### src/rtl/xtt_pkg.sv
package xtt_pkg;
  // event kinds; index selects the 4-bit group in the pending word
  localparam int EVT_DONE = 0;
  localparam int EVT_HALF = 1;
  localparam int EVT_NACK = 2;
  localparam int EVT_ERR  = 3;
  localparam int NUM_EVT  = 4;

  // shared register byte offsets
  localparam int OFS_IRQ_EN = 'h10;
  localparam int OFS_PEND   = 'h14;
  localparam int OFS_NOSTOP = 'h20;

  // word index inside one task group
  typedef enum logic [3:0] {
    TW_CTL   = 4'd0,
    TW_XCTL  = 4'd1,
    TW_BASE  = 4'd2,
    TW_COUNT = 4'd3,
    TW_REM   = 4'd4
  } task_word_e;
endpackage

### src/rtl/xtt_task_chan.sv
module xtt_task_chan import xtt_pkg::*; #(
  parameter int ADDR_W = 32,
  parameter int CNT_W  = 16
) (
  input  logic              clk,
  input  logic              rst,
  input  logic              wr_i,
  input  logic [3:0]        woff_i,
  input  logic [31:0]       wdata_i,
  input  logic              byte_i,
  input  logic              nack_i,
  input  logic              err_i,
  output logic [31:0]       ctl_q,
  output logic [1:0]        xctl_q,
  output logic [ADDR_W-1:0] base_q,
  output logic [CNT_W-1:0]  count_q,
  output logic [CNT_W-1:0]  rem_q,
  output logic [ADDR_W-1:0] cur_q,
  output logic [NUM_EVT-1:0] evt_o
);
  localparam logic [CNT_W-1:0]  CNT_ONE  = CNT_W'(1);
  localparam logic [ADDR_W-1:0] ADDR_ONE = ADDR_W'(1);

  logic             active;
  logic             fire;
  logic [CNT_W-1:0] rem_nx;
  logic [CNT_W-1:0] moved_nx;
  logic [CNT_W-1:0] half_mark;
  logic             hit_half;
  logic             hit_done;
  logic             abort;

  assign active    = xctl_q[0] & ctl_q[31];
  assign fire      = active & byte_i & (rem_q != '0) & ~wr_i;
  assign rem_nx    = rem_q - CNT_ONE;
  assign moved_nx  = count_q - rem_nx;
  assign half_mark = count_q >> 1;
  assign hit_half  = fire & (half_mark != '0) & (moved_nx == half_mark);
  assign hit_done  = fire & (rem_nx == '0);
  assign abort     = nack_i | err_i;

  always_comb begin
    evt_o           = '0;
    evt_o[EVT_DONE] = hit_done;
    evt_o[EVT_HALF] = hit_half;
    evt_o[EVT_NACK] = nack_i;
    evt_o[EVT_ERR]  = err_i;
  end

  always_ff @(posedge clk) begin
    if (rst) begin
      ctl_q   <= '0;
      xctl_q  <= '0;
      base_q  <= '0;
      count_q <= '0;
      rem_q   <= '0;
      cur_q   <= '0;
    end else begin
      if (wr_i) begin
        case (woff_i)
          TW_CTL:   ctl_q <= wdata_i;
          TW_XCTL: begin
            xctl_q <= wdata_i[1:0];
            if (wdata_i[0]) begin
              rem_q <= count_q;
              cur_q <= base_q;
            end
          end
          TW_BASE:  base_q  <= wdata_i[ADDR_W-1:0];
          TW_COUNT: count_q <= wdata_i[CNT_W-1:0];
          default: ;
        endcase
      end else if (fire) begin
        if (hit_done && xctl_q[1]) begin
          rem_q <= count_q;
          cur_q <= base_q;
        end else begin
          rem_q <= rem_nx;
          cur_q <= cur_q + ADDR_ONE;
          if (hit_done) xctl_q[0] <= 1'b0;
        end
      end
      if (abort) xctl_q[0] <= 1'b0;
    end
  end

  // a counted byte steps the remaining count down by one
  p_rem_step_r3: assert property (@(posedge clk) disable iff (rst)
    (active && byte_i && !wr_i && rem_q > CNT_ONE) |=> (rem_q == $past(rem_q) - CNT_ONE));

  // an idle task keeps its count
  p_idle_hold_r7: assert property (@(posedge clk) disable iff (rst)
    (!active && !wr_i) |=> $stable(rem_q));

  // NACK or bus error disarms the task
  p_abort_stop_r8: assert property (@(posedge clk) disable iff (rst)
    (abort && !wr_i) |=> !xctl_q[0]);

  // last byte without reload disarms the task
  p_done_stop_r5: assert property (@(posedge clk) disable iff (rst)
    (active && byte_i && !wr_i && rem_q == CNT_ONE && !xctl_q[1]) |=> (!xctl_q[0] && rem_q == '0));
endmodule

### src/rtl/xtt_irq_matrix.sv
module xtt_irq_matrix #(
  parameter int PW = 16
) (
  input  logic          clk,
  input  logic          rst,
  input  logic [PW-1:0] set_i,
  input  logic          wr_en_i,
  input  logic          wr_clr_i,
  input  logic [PW-1:0] wdata_i,
  output logic [PW-1:0] en_q,
  output logic [PW-1:0] pend_q,
  output logic          irq_o
);
  logic [PW-1:0] clr_mask;

  assign clr_mask = wr_clr_i ? wdata_i : '0;

  always_ff @(posedge clk) begin
    if (rst) begin
      en_q   <= '0;
      pend_q <= '0;
      irq_o  <= 1'b0;
    end else begin
      if (wr_en_i) en_q <= wdata_i;
      pend_q <= (pend_q & ~clr_mask) | set_i;
      irq_o  <= |(pend_q & en_q);
    end
  end

  // a raised event is never lost to a same-cycle clear
  p_set_kept_r10: assert property (@(posedge clk) disable iff (rst)
    (set_i != '0) |=> ((pend_q & $past(set_i)) == $past(set_i)));

  // bits written with one and not raised again are gone
  p_w1c_r9: assert property (@(posedge clk) disable iff (rst)
    wr_clr_i |=> ((pend_q & $past(wdata_i & ~set_i)) == '0));
endmodule

### src/rtl/xfer_task_tracker.sv
module xfer_task_tracker import xtt_pkg::*; #(
  parameter int NTASK  = 4,
  parameter int ADDR_W = 32,
  parameter int CNT_W  = 16,
  parameter int RA_W   = 10
) (
  input  logic                    clk,
  input  logic                    rst,
  input  logic                    reg_we,
  input  logic [RA_W-1:0]         reg_addr,
  input  logic [31:0]             reg_wdata,
  output logic [31:0]             reg_rdata,
  input  logic [NTASK-1:0]        byte_done_i,
  input  logic [NTASK-1:0]        nack_i,
  input  logic [NTASK-1:0]        err_i,
  output logic [NTASK-1:0]        nostop_o,
  output logic [NTASK*ADDR_W-1:0] cur_addr_o,
  output logic                    irq_o
);
  localparam int PW    = NUM_EVT * NTASK;
  localparam int TSL_W = 2;

  logic              word_ok;
  logic              in_task;
  logic [TSL_W-1:0]  tsel;
  logic [3:0]        woff;
  logic              wr_en_reg;
  logic              wr_pend;
  logic              wr_nostop;

  logic [31:0]       ctl_a   [NTASK];
  logic [1:0]        xctl_a  [NTASK];
  logic [ADDR_W-1:0] base_a  [NTASK];
  logic [CNT_W-1:0]  count_a [NTASK];
  logic [CNT_W-1:0]  rem_a   [NTASK];
  logic [NUM_EVT-1:0] evt_a  [NTASK];

  logic [PW-1:0]     set_w;
  logic [PW-1:0]     en_w;
  logic [PW-1:0]     pend_w;
  logic [31:0]       rd_nx;

  assign word_ok   = (reg_addr[1:0] == 2'b00);
  assign in_task   = word_ok && (reg_addr[RA_W-1:8] == (RA_W-8)'(1));
  assign tsel      = reg_addr[7:6];
  assign woff      = reg_addr[5:2];
  assign wr_en_reg = reg_we && (reg_addr == RA_W'(OFS_IRQ_EN));
  assign wr_pend   = reg_we && (reg_addr == RA_W'(OFS_PEND));
  assign wr_nostop = reg_we && (reg_addr == RA_W'(OFS_NOSTOP));

  for (genvar g = 0; g < NTASK; g++) begin : g_task
    logic [ADDR_W-1:0] cur_w;

    xtt_task_chan #(
      .ADDR_W (ADDR_W),
      .CNT_W  (CNT_W)
    ) chan_i (
      .clk     (clk),
      .rst     (rst),
      .wr_i    (reg_we && in_task && (tsel == TSL_W'(g))),
      .woff_i  (woff),
      .wdata_i (reg_wdata),
      .byte_i  (byte_done_i[g]),
      .nack_i  (nack_i[g]),
      .err_i   (err_i[g]),
      .ctl_q   (ctl_a[g]),
      .xctl_q  (xctl_a[g]),
      .base_q  (base_a[g]),
      .count_q (count_a[g]),
      .rem_q   (rem_a[g]),
      .cur_q   (cur_w),
      .evt_o   (evt_a[g])
    );

    assign cur_addr_o[g*ADDR_W +: ADDR_W] = cur_w;

    for (genvar e = 0; e < NUM_EVT; e++) begin : g_evt
      assign set_w[e*NTASK + g] = evt_a[g][e];
    end
  end

  xtt_irq_matrix #(
    .PW (PW)
  ) irq_i (
    .clk      (clk),
    .rst      (rst),
    .set_i    (set_w),
    .wr_en_i  (wr_en_reg),
    .wr_clr_i (wr_pend),
    .wdata_i  (reg_wdata[PW-1:0]),
    .en_q     (en_w),
    .pend_q   (pend_w),
    .irq_o    (irq_o)
  );

  always_ff @(posedge clk) begin
    if (rst) nostop_o <= '0;
    else if (wr_nostop) nostop_o <= reg_wdata[NTASK-1:0];
  end

  always_comb begin
    rd_nx = '0;
    if (reg_addr == RA_W'(OFS_IRQ_EN))      rd_nx = 32'(en_w);
    else if (reg_addr == RA_W'(OFS_PEND))   rd_nx = 32'(pend_w);
    else if (reg_addr == RA_W'(OFS_NOSTOP)) rd_nx = 32'(nostop_o);
    else if (in_task && (32'(tsel) < NTASK)) begin
      case (woff)
        TW_CTL:   rd_nx = ctl_a[tsel];
        TW_XCTL:  rd_nx = 32'(xctl_a[tsel]);
        TW_BASE:  rd_nx = 32'(base_a[tsel]);
        TW_COUNT: rd_nx = 32'(count_a[tsel]);
        TW_REM:   rd_nx = 32'(rem_a[tsel]);
        default:  rd_nx = '0;
      endcase
    end
  end

  always_ff @(posedge clk) begin
    if (rst) reg_rdata <= '0;
    else     reg_rdata <= rd_nx;
  end

  // stop suppression takes the written bits
  p_nostop_load_r12: assert property (@(posedge clk) disable iff (rst)
    wr_nostop |=> (nostop_o == $past(reg_wdata[NTASK-1:0])));
endmodule

### config.mk
export PLATFORM = sky130hd
export DESIGN_NAME = xfer_task_tracker
export DESIGN_NICKNAME = d
export VERILOG_FILES = /design/src/rtl/xtt_pkg.sv /design/src/rtl/xtt_task_chan.sv /design/src/rtl/xtt_irq_matrix.sv /design/src/rtl/xfer_task_tracker.sv
export SDC_FILE = /design/constraint.sdc
export NUM_CORES = 2
export LEC_CHECK = 0
export BUFFER_PORTS_ARGS = -buffer_cell sky130_fd_sc_hd__buf_2
export CAP_MARGIN = 40
export CORE_AREA = 2 2 258 260
export DETAILED_ROUTE_END_ITERATION = 16
export DIE_AREA = 0 0 260 262
export PLACE_DENSITY_LB_ADDON = 0.12
export SLEW_MARGIN = 20
export SYNTH_ARGS = -nofsm -noshare
export SYNTH_HDL_FRONTEND = slang
export SYNTH_SLANG_ARGS = --single-unit
### constraint.sdc
create_clock -name clk -period 4.04 [get_ports clk]
set_input_delay 0.202 -clock clk [delete_from_list [all_inputs] [get_ports clk]]
set_output_delay 0.202 -clock clk [all_outputs]
set_load 0.02 [all_outputs]
==> impl_metrics.py <==
metrics = {
    "floorplanning": {
        "dieHeight_um": 262,
        "die_footprint_mm2": 0.0681,
        "initial_core_util_pct": 50.5,
        "coreArea_mm2": 0.0653,
        "top_level_ports": 222,
        "std_cell_rows": 94,
        "dieWidth_um": 260,
    },
    "logic_synthesis": {
        "synth_sequential_area_ratio_pct": 35.8,
        "netlist_instances": 4297,
        "post-synth-top-count-cell": "nand2_1",
        "synth.top_cell.area_share_pct": 35.8,
        "ys_seq_elements": 589,
        "netlist_area_mm2": 0.0330,
        "ys_async_sr_fraction_pct": 0,
        "yosys.area.top_type": "dfxtp_1",
        "yosysWarnings": 0,
        "synth_edf_count": 0,
        "synth_top_flop_cell": "dfxtp_1",
        "cell_types_with_the_largest_area_share_after_synthesis": "dfxtp_1, nand2_1, a21oi_1",
        "synth.top_cells.by_count": "nand2_1, a21oi_1, dfxtp_1, nor2_1, clkbuf_1",
        "post_synth_num_cell_types": 89,
        "syn-num-nets": 4414,
        "synth_area_per_cell_um2": 7.67,
    },
    "hold_path": {
        "worstHoldPathType": "input pin to flop",
    },
    "sta": {
        "clock_skew_ns": 0.0236,
        "max_slew.worst_pin.slew_ns": 1.13,
        "finalHoldViolations": 0,
        "postLayoutSetupSlackWorst_ns": 0.0349,
        "fmax_mhz": 250,
        "final.period_utilization_pct": 99.1,
        "setup_total_negative_slack_ns": 0,
        "finalMaxSlewViolations": 0,
        "grt_setup_unrepaired": "true",
        "timing.max_slew.rel_slack_pct": 24.6,
        "setup_viol": 0,
        "minimum_period_implied_by_the_final_worst_setup_slack_ns": 4.01,
    },
    "routing": {
        "number_of_remaining_drc_errors": 0,
        "route.final.wire_length_mm": 130,
        "route.detailed.wl_per_inst_um": 24.2,
        "number_of_detailed_routing_iterations_run_before_antenna_repair": 6,
        "drt_first_iter_violations": 4734,
        "route.vias.total": 33800,
        "post_route_ant_nets": 0,
        "routed_via_density": 6.29,
    },
    "global_route": {
        "grt_start_max_net_pins": 220,
        "global_route_total_overflow": 0,
        "grt_antenna_before_repair": 4,
        "wire_length_of_the_first_global_routing_pass_mm": 191,
        "grtUsageTotal_pct": 37.0,
        "vias_in_the_first_global_route": 29000,
    },
    "placement": {
        "hpwl_mm": 91.1,
        "globalplace.congestion": 0.997,
        "pre_cts_ws_ns": -0.151,
        "port_buffers": 221,
    },
    "cells_and_area": {
        "number_of_nets_in_the_final_layout": 4580,
        "filler_cell_count": 6067,
        "final_core_utilization_pct": 58.9,
        "layout_overhead_on_the_synthesized_area_pct": 16.6,
        "drive_gt1_share_pct": 16.6,
    },
    "pwr": {
        "ir_worst_vdd_uv": 273,
        "p_per_area_mw_per_mm2": 327,
        "cell_leakage_power_nw": 14.1,
    },
    "setup_path": {
        "critical_path_peak_fanout": 2,
        "cp_data_arrival_time_ns": 4.52,
        "critPathKind": "flop to flop",
        "worst-endpoint-required_ns": 4.56,
        "cp-start-kind": "flop",
        "cp-end-kind": "flop",
    },
    "clocking": {
        "cts.sinks": 589,
        "cts.htree.levels": 3,
        "cts_buffers": 69,
        "tritoncts": "yes",
        "clkLatencyLatePin_ns": 0.63,
        "max-clock-path-buffers": 3,
        "clkSlewWorstSetupHoldPaths_ns": 0.06,
        "ctsRootBufferMaster": "clkbuf_16",
    },
    "flow_run": {
        "maxcap_viol_count": 0,
    },
    "outcome": {
        "result_of_the_run": "finished, final reports clean",
    },
}
## cell families after synthesis
kind of cell	count (synthesis)	share of synthesized area [%]
DFF	589	35.8
adders and majority gates	72	2.76
and+or+nand+nor	1809	24.2
muxes	113	7.20
AOI/OAI and AO/OA	1152	20.9
buffers and inverters	401	4.83
xor gates and xnor gates	161	4.30
## cell usage in the layout, fill, tap and decap left out, drive strengths merged, types with 18 or more instances in the layout
cell / instances
buf: 414
o211ai: 28
ha: 56
xnor2: 121
dlygate4sd3: 27
nor2: 327
and2: 26
nand3: 94
dfxtp: 589
a22oi: 62
inv: 56
nand4: 30
a31oi: 33
a211oi: 30
a21oi: 615
xor2: 40
nor3: 93
nor2b: 20
a21o: 20
nand2: 986
o21ai: 152
o31ai: 35
or3: 18
a2bb2oi: 42
clkbuf: 100
mux4: 99
nor3b: 33
o22ai: 18
nor4: 61
and3: 53
## repair_timing
item                                    4_1_cts  5_1_grt
pin swaps                                     5       36
endpoints found under the setup margin        2        7
hold buffers                                 27        0
gates cloned                                  0        0
hold endpoints to repair                    140        0
gates resized for setup                       9       66
buffers inserted                              1       15
## critical path, stage by stage, from the launching register on
cell and delay (ns):
dfxtp_2 0.33, nor4_4 0.31, nand2_1 0.13, xor2_2 0.17, ha_1 0.32, or2_2 0.32
o31ai_2 0.07, a31oi_1 0.11, a21o_1 0.20, maj3_2 0.32, maj3_2 0.32, maj3_2 0.32
maj3_2 0.31, maj3_2 0.31, xnor2_1 0.12, o31ai_1 0.24
## registers in the layout, summed over array words and instances (netlist names)
name and count:
g_task.chan_i.base_q 128, g_task.chan_i.ctl_q 128, g_task.chan_i.cur_q 128, g_task.chan_i.count_q 64, g_task.chan_i.rem_q 64, reg_rdata 32
irq_i.en_q 16, irq_i.pend_q 16, g_task.chan_i.xctl_q 8, nostop_o 4, irq_i.irq_o 1
## routing by layer
layer	global-route usage, %	vias to the layer above	wire [µm]
met1	54.7	16200	54700
li1	-	15500	-
met4	15.6	4	5840
met5	0	-	29
met3	7.77	237	16000
met2	51.8	1886	53800
## metrics by stage
stage / instances / hold WS [ns] / cell area, µm² / total power, mW
2_1_floorplan: 4297 / 0.280 / 33000 / 6.21
3_3_place_gp: 5210 / 0.419 / 35400 / 6.39
3_5_place_dp: 5212 / 0.408 / 35500 / 6.39
4_1_cts: 5361 / 0.0356 / 38000 / 12.6
5_1_grt: 5377 / 0.0439 / 38400 / 12.8
6_report: 5381 / 0.0473 / 38400 / 12.6
## final timing paths
kind                              from                         to  slack, ns  cells after the start
max          g_task[3].chan_i.rem_q[4]            irq_i.pend_q[7]       0.03                     15
min                                rst  g_task[1].chan_i.cur_q[0]       0.05                      2
max reg2reg  g_task[3].chan_i.rem_q[4]            irq_i.pend_q[7]       0.03                     15
min reg2reg  g_task[3].chan_i.ctl_q[9]  g_task[3].chan_i.ctl_q[9]       0.45                      2
## where the power goes
| part | leakage (nW) | total [mW] | internal [mW] | switching, mW |
|---|---|---|---|---|
| clock network | 1.09 | 6.30 | 3.66 | 2.64 |
| logic | 8.25 | 0.472 | 0.120 | 0.351 |
| registers | 4.75 | 5.82 | 5.81 | 0.00748 |
| total | 14.1 | 12.6 | 9.59 | 3.00 |
## final cells by class
| cell class | count | area, µm² | share of cell area [%] |
|---|---|---|---|
| multi-input combinational | 3307 | 20000 | 52.1 |
| sequential | 589 | 11800 | 30.7 |
| timing repair buffer | 441 | 3100 | 8.05 |
| clock buffer | 100 | 1970 | 5.14 |
| tap | 864 | 1080 | 2.81 |
| clock inverter | 21 | 248 | 0.644 |
| inverter | 55 | 209 | 0.543 |
| antenna | 4 | 10.0 | 0.0260 |
Power figures use the tool's default switching activity.
